===== config.mk =====
export PLATFORM = sky130hd
export DESIGN_NAME = spi_byte_slave
export DESIGN_NICKNAME = d
export VERILOG_FILES = /design/src/rtl/spi_slv_pkg.sv /design/src/rtl/spi_slv_sync.sv /design/src/rtl/spi_slv_edge.sv /design/src/rtl/spi_slv_shifter.sv /design/src/rtl/spi_byte_slave.sv
export SDC_FILE = /design/constraint.sdc
export NUM_CORES = 1
export LEC_CHECK = 0
export ABC_AREA = 1
export BUFFER_PORTS_ARGS = -buffer_cell sky130_fd_sc_hd__buf_2
export CAP_MARGIN = 20
export CORE_MARGIN = 2
export CORE_UTILIZATION = 30
export CTS_CLUSTER_DIAMETER = 150
export DETAILED_ROUTE_END_ITERATION = 8
export PLACE_DENSITY = 0.59
export SLEW_MARGIN = 20
export SYNTH_ARGS = -nofsm -noshare
export SYNTH_HDL_FRONTEND = slang
export SYNTH_SLANG_ARGS = --single-unit

===== constraint.sdc =====
create_clock -name clk -period 1.3 [get_ports clk]
set_input_delay 0.26 -clock clk [delete_from_list [all_inputs] [get_ports clk]]
set_output_delay 0.26 -clock clk [all_outputs]
set_load 0.005 [all_outputs]

===== src/rtl/spi_slv_pkg.sv =====
package spi_slv_pkg;
   // index of each line inside the synchronizer bundle
   localparam int unsigned LN_SCK  = 0;
   localparam int unsigned LN_SS   = 1;
   localparam int unsigned LN_MOSI = 2;
   localparam int unsigned LN_NUM  = 3;

   typedef struct packed {
      logic sample;   // capture MOSI
      logic shift;    // advance MISO
   } spi_strobe_t;

   function automatic int unsigned cnt_width(input int unsigned bits);
      return (bits <= 2) ? 1 : $clog2(bits);
   endfunction
endpackage


===== src/rtl/spi_slv_sync.sv =====
module spi_slv_sync #(
   parameter int unsigned WIDTH   = 3,
   parameter int unsigned STAGES  = 2,
   parameter logic [WIDTH-1:0] RST_VAL = '0
) (
   input  logic             clk,
   input  logic             rst_n,
   input  logic [WIDTH-1:0] d,
   output logic [WIDTH-1:0] q
);
   localparam int unsigned CHAIN_W = WIDTH * STAGES;

   generate
      if (STAGES < 2) begin : g_bad_stages
         $error("spi_slv_sync: STAGES must be at least 2");
      end
   endgenerate

   logic [CHAIN_W-1:0] chain;

   always_ff @(posedge clk or negedge rst_n) begin
      if (!rst_n) chain <= {STAGES{RST_VAL}};
      else        chain <= {chain[CHAIN_W-WIDTH-1:0], d};
   end

   assign q = chain[CHAIN_W-1 -: WIDTH];
endmodule


===== src/rtl/spi_slv_edge.sv =====
module spi_slv_edge
   import spi_slv_pkg::*;
(
   input  logic        clk,
   input  logic        rst_n,
   input  logic        cpol,
   input  logic        cpha,
   input  logic        sck_s,
   output spi_strobe_t stb
);
   logic sck_d;
   logic rise, fall, lead, trail;

   always_ff @(posedge clk or negedge rst_n) begin
      if (!rst_n) sck_d <= 1'b0;
      else        sck_d <= sck_s;
   end

   assign rise  = sck_s & ~sck_d;
   assign fall  = ~sck_s & sck_d;
   assign lead  = cpol ? fall : rise;
   assign trail = cpol ? rise : fall;

   always_comb begin
      stb.sample = cpha ? trail : lead;
      stb.shift  = cpha ? lead  : trail;
   end
endmodule


===== src/rtl/spi_slv_shifter.sv =====
module spi_slv_shifter
   import spi_slv_pkg::*;
#(
   parameter int unsigned DATA_W = 8
) (
   input  logic              clk,
   input  logic              rst_n,
   input  logic              cpha,
   input  logic              sel,
   input  logic              sel_start,
   input  spi_strobe_t       stb,
   input  logic              mosi_s,
   input  logic [DATA_W-1:0] tx_byte,
   output logic              tx_msb,
   output logic [DATA_W-1:0] rx_byte,
   output logic              rx_valid,
   output logic [cnt_width(DATA_W)-1:0] bit_cnt
);
   localparam int unsigned CW = cnt_width(DATA_W);
   localparam logic [CW-1:0] LAST = CW'(DATA_W - 1);

   logic              in_byte;
   logic [DATA_W-1:0] tx_sr;
   logic [DATA_W-1:0] rx_sr;
   logic [DATA_W-1:0] rx_next;

   assign rx_next = {rx_sr[DATA_W-2:0], mosi_s};
   assign tx_msb  = tx_sr[DATA_W-1];

   always_ff @(posedge clk or negedge rst_n) begin
      if (!rst_n) begin
         in_byte  <= 1'b0;
         bit_cnt  <= '0;
         tx_sr    <= '0;
         rx_sr    <= '0;
         rx_byte  <= '0;
         rx_valid <= 1'b0;
      end else begin
         rx_valid <= 1'b0;
         if (!sel) begin
            in_byte <= 1'b0;
            bit_cnt <= '0;
         end else if (!cpha && sel_start) begin
            tx_sr   <= tx_byte;
            in_byte <= 1'b1;
            bit_cnt <= '0;
         end else begin
            if (stb.shift) begin
               if (cpha && !in_byte) begin
                  tx_sr   <= tx_byte;
                  in_byte <= 1'b1;
               end else if (in_byte) begin
                  tx_sr <= {tx_sr[DATA_W-2:0], 1'b0};
               end
            end
            if (stb.sample && in_byte) begin
               rx_sr <= rx_next;
               if (bit_cnt == LAST) begin
                  rx_byte  <= rx_next;
                  rx_valid <= 1'b1;
                  bit_cnt  <= '0;
                  in_byte  <= 1'b0;
               end else begin
                  bit_cnt <= bit_cnt + 1'b1;
               end
            end
         end
      end
   end
endmodule


===== src/rtl/spi_byte_slave.sv =====
module spi_byte_slave
   import spi_slv_pkg::*;
#(
   parameter int unsigned DATA_W      = 8,
   parameter int unsigned SYNC_STAGES = 2
) (
   input  logic              clk,
   input  logic              rst_n,
   input  logic              cfg_cpol,
   input  logic              cfg_cpha,
   input  logic              sck_in,
   input  logic              ss_n_in,
   input  logic              mosi_in,
   output logic              miso_out,
   output logic              miso_oe,
   input  logic [DATA_W-1:0] tx_byte,
   output logic [DATA_W-1:0] rx_byte,
   output logic              rx_valid
);
   localparam int unsigned CW = cnt_width(DATA_W);
   localparam logic [LN_NUM-1:0] SYNC_RST = LN_NUM'(1) << LN_SS;

   generate
      if (DATA_W < 2) begin : g_bad_width
         $error("spi_byte_slave: DATA_W must be at least 2");
      end
   endgenerate

   logic [LN_NUM-1:0] raw_in, sync_out;
   logic              sck_s, ss_s, mosi_s, ss_d, sel_start;
   spi_strobe_t       stb;
   logic [CW-1:0]     bit_cnt;

   assign raw_in[LN_SCK]  = sck_in;
   assign raw_in[LN_SS]   = ss_n_in;
   assign raw_in[LN_MOSI] = mosi_in;

   spi_slv_sync #(.WIDTH(LN_NUM), .STAGES(SYNC_STAGES), .RST_VAL(SYNC_RST)) u_sync (
      .clk(clk), .rst_n(rst_n), .d(raw_in), .q(sync_out)
   );

   assign sck_s  = sync_out[LN_SCK];
   assign ss_s   = sync_out[LN_SS];
   assign mosi_s = sync_out[LN_MOSI];

   always_ff @(posedge clk or negedge rst_n) begin
      if (!rst_n) ss_d <= 1'b1;
      else        ss_d <= ss_s;
   end
   assign sel_start = ss_d & ~ss_s;

   spi_slv_edge u_edge (
      .clk(clk), .rst_n(rst_n), .cpol(cfg_cpol), .cpha(cfg_cpha),
      .sck_s(sck_s), .stb(stb)
   );

   spi_slv_shifter #(.DATA_W(DATA_W)) u_shift (
      .clk(clk), .rst_n(rst_n), .cpha(cfg_cpha), .sel(~ss_s),
      .sel_start(sel_start), .stb(stb), .mosi_s(mosi_s),
      .tx_byte(tx_byte), .tx_msb(miso_out), .rx_byte(rx_byte),
      .rx_valid(rx_valid), .bit_cnt(bit_cnt)
   );

   assign miso_oe = ~ss_s;
endmodule


==> out/summary.md <==
Leaving out fill and tap cells, the most frequent cells in the layout are 61 x sky130_fd_sc_hd__nand2_1, 32 x sky130_fd_sc_hd__dfrtp_1, 26 x sky130_fd_sc_hd__nand3_1. The library cell used most frequently in the layout, excluding fill and tap cells, is sky130_fd_sc_hd__nand2_1. For this run the aggregate overflow at the end of global routing stands at 0. The worst clock skew was 0.005767 ns; the largest buffer count on any clock path was 2. Pin placement for this block handled 26 I/O pins.

Total inserted antenna cells: 0. The first global-routing pass estimated 5.568 mm of wire. Summed over all nets, the half-perimeter wirelength after detailed placement is 2.233 mm. The number of nets with antenna violations after routing came out at 0. End-of-flow core utilization: 0.4090. Dividing total power by cell area gives a power density of 1128 nW/um^2.

The checks that failed: setup timing. On the final layout, the worst hold slack is 0.06607 ns. The number of filler cells placed in the layout was 542; the met2 wire length was 1.643 mm.

For this design the static power due to leakage is 1.194 nW. The first detailed-routing pass took 4 iterations. The H-tree generated during clock tree synthesis spans 2 levels. The run gives 0 as the max-slew violation count.

In this run the worst hold path is classified as input port to flop. The biggest area consumer among synthesized cells was sky130_fd_sc_hd__dfrtp_1. The fraction of the cycle the final worst path needs works out to 1.013.

The flip-flop and latch count after synthesis is 36, and the final-report setup violation count is 6. The clock net in this run drives a total of 36 sinks. Data arrives at the worst endpoint at 1.06 ns. At the end of routability-driven placement, the weighted congestion stood at 0.7624.

At the end of the flow, the number of nets in the layout was 246. The terminating pin of the worst hold path is u_sync.chain[1]$_DFF_PN1_. Once layout is done, the placed cells without fillers occupy 2225 um^2. The tools report the launch instance of the worst register-to-register path as u_sync.chain[4]$_DFF_PN1_. Via count of the first global-routing pass: 1,230. The routed length per instance was 11.71 um. Maximum fanout along the worst path: 3. The number of different library cells in the post-synthesis netlist is 22, and the number of vias per cell after detailed routing is 4.500. By area the synthesized netlist is led by sky130_fd_sc_hd__dfrtp_1 49%, sky130_fd_sc_hd__nand2_1 16%, sky130_fd_sc_hd__nand3_1 8.6%. STA classifies the critical path endpoint as a primary output. The net count of the mapped netlist is 199, and the sequential cell area fraction in the yosys report is 0.5387.

After detailed routing, the wire length on met1 is 1.663 mm. From bottom edge to top edge, the die measures 78.82 um. After detailed routing, the total wire length is 3.535 mm. Number of cells on the worst hold path: 1. The floorplan step set the die width to 78.82 um.

The first routing iteration left 114 violations. The placed instances occupy a cell area of 1962 um^2. Detailed routing placed a total of 152 um of wire on met3. The growth of design area from synthesis to finish was 32.49%; the area inside the core boundary was 5439 um^2.

The startpoint identified for the worst hold timing path is ss_n_in. The initial core utilization was 0.3087. The root buffer cell was sky130_fd_sc_hd__clkbuf_8. The depth of the worst register-to-register path was 6; the pin count of the biggest net entering global routing was 37. For this run, design rule violations remaining after detail routing come to 0. For this run, the number of Yosys warnings is 0. IR analysis of the VDD net gives a maximum drop of 430.6 uV.

Buffers inserted during clock tree synthesis total 5. The fraction of final layout cells sized beyond drive strength 1 was 0.3826. Across the run, the number of max-cap violations was 0. The number of failing hold endpoints at the final stage is 0.

The proportion of netlist area held by the largest area contributor was 0.4918. In this run the mean area of a mapped cell was 9.226 um^2. The flow ran to the end, but the final reports show violations.

The register-to-register path setup slack is -0.01 ns, and the number of antenna violations at the first check in global routing is 0. The insertion delay of the later-clocked pin in the worst-skew pair is 0.29 ns, and the die area is 6212 um^2. Setup repair after global routing could not meet its margin everywhere. The worst path needs 1.317 ns of the cycle, external delays included. The tools report the number of instances in the synthesized netlist as 182. The nature of the critical path startpoint was a flop.

The run gives 1,359 as the count of vias placed by the detailed router. For the global-route total usage across every layer, the log shows 0.1155. After clock tree synthesis, the clock-pin slew on the worst setup and hold paths is 0.06 ns. The top metal layer carrying routed signals is met4. Static timing analysis puts the maximum clock frequency at 759.0 MHz. The first element of the critical path was u_sync.chain[4]$_DFF_PN1_. The cell area that synthesis handed to floorplanning was 1679 um^2. In this run the core area contains 27 standard-cell rows.

The final worst setup slack was -0.01746 ns. The run gives 1.04 ns as the critical path data required time. The relative slew slack came out at 0.7816. The number of port buffers is 25, and the transition time at the pin with the least slew margin is 0.3275 ns. TritonCTS built the clock tree. The class of the most critical setup path was flop to primary output. In the final timing run, aggregate negative setup slack is -0.04798 ns.

The worst register-to-register path ends at u_shift.rx_byte[5]$_DFFE_PN0P_.
synth_stat cells:
cell / n
sky130_fd_sc_hd__nand2_1: 71
sky130_fd_sc_hd__dfrtp_1: 33
sky130_fd_sc_hd__nand3_1: 29
sky130_fd_sc_hd__nand4_1: 11
sky130_fd_sc_hd__inv_1: 6
sky130_fd_sc_hd__dfstp_2: 3
sky130_fd_sc_hd__inv_2: 3
sky130_fd_sc_hd__nor2_4: 3
sky130_fd_sc_hd__o21ai_2: 3
sky130_fd_sc_hd__buf_2: 2
sky130_fd_sc_hd__buf_6: 2
sky130_fd_sc_hd__ha_1: 2
sky130_fd_sc_hd__nand2_2: 2
sky130_fd_sc_hd__nand2_8: 2
sky130_fd_sc_hd__nand3_4: 2
sky130_fd_sc_hd__nor2_1: 2
sky130_fd_sc_hd__a21oi_1: 1
sky130_fd_sc_hd__buf_8: 1
sky130_fd_sc_hd__clkinv_1: 1
sky130_fd_sc_hd__nand2_4: 1
sky130_fd_sc_hd__nor2_2: 1
sky130_fd_sc_hd__or2_2: 1
worst max-delay path: stages (launching register included):
cell and delay [ns]:
sky130_fd_sc_hd__dfstp_2 0.60, sky130_fd_sc_hd__inv_4 0.06, sky130_fd_sc_hd__buf_6 0.11
kinds of logic (layout without fill, tap and decap cells):
group	after synthesis	in the layout	share of synthesized area
AOI/OAI and AO/OA	4	4	0.01863
adders and majority gates	2	2	0.01490
buffers and inverters	15	60	0.05066
DFF	36	36	0.5387
and+or+nand+nor	125	128	0.3771
area by class of cell:
cell class	instances	area, um^2	area share
Clock buffer	8	90.09	0.04050
Inverter	10	40.04	0.01800
Multi-Input combinational cell	134	807.0	0.3628
Sequential cell	36	905.9	0.4072
Tap cell	72	90.09	0.04050
Timing Repair Buffer	42	291.5	0.1310
through the flow:
| step | setup WS, ns | total power [mW] | cells |
|---|---|---|---|
| floorplan | 0.02930 | 1.527 | 182 |
| global placement | 0.02463 | 1.653 | 286 |
| detailed placement | 0.01490 | 1.661 | 286 |
| CTS | -0.02998 | 2.501 | 296 |
| global route | -0.08642 | 2.653 | 302 |
| finish | -0.01746 | 2.509 | 302 |
worst max path at each step:
stage	to	slack, ns	depth (start not counted)
3_3_place_gp	u_shift.rx_byte[0]$_DFFE_PN0P_	0.02	6
6_report	miso_oe	-0.02	2
4_1_cts	miso_oe	-0.03	2
3_5_place_dp	u_shift.tx_sr[5]$_DFFE_PN0P_	0.01	7
2_1_floorplan	u_shift.bit_cnt[0]$_DFFE_PN0P_	0.03	4
5_1_grt	u_shift.rx_byte[7]$_DFFE_PN0P_	-0.09	6
where the power goes:
group	switching (mW)	internal (mW)	total (mW)
clock network	0.388	0.432	0.820
registers	0.0783	1.23	1.31
logic	0.219	0.160	0.379
routing by layer:
metal | vias up | track usage
li1 | 698 | -
met1 | 632 | 0.1483
met2 | 24 | 0.1769
met3 | 5 | 0.03523
met4 | 0 | 0.05690
met5 | - | 0
flip-flops by register name, summed over array words and instances, names as in the netlist, 3 cells and up:
register	flops
u_shift.rx_byte	8
u_shift.bit_cnt	3
u_shift.rx_sr	7
u_shift.tx_sr	8
u_sync.chain	6
what timing repair did:
action / 4_1_cts / 5_1_grt
setup endpoints to repair: 1 / 29
buffers inserted: 1 / 2
hold buffers: 1 / 0
gates cloned: 0 / 4
resized for setup: 2 / 25
pin swaps: 1 / 15
hold endpoints to repair: 33 / 0
(Power assumes the default switching activity.)
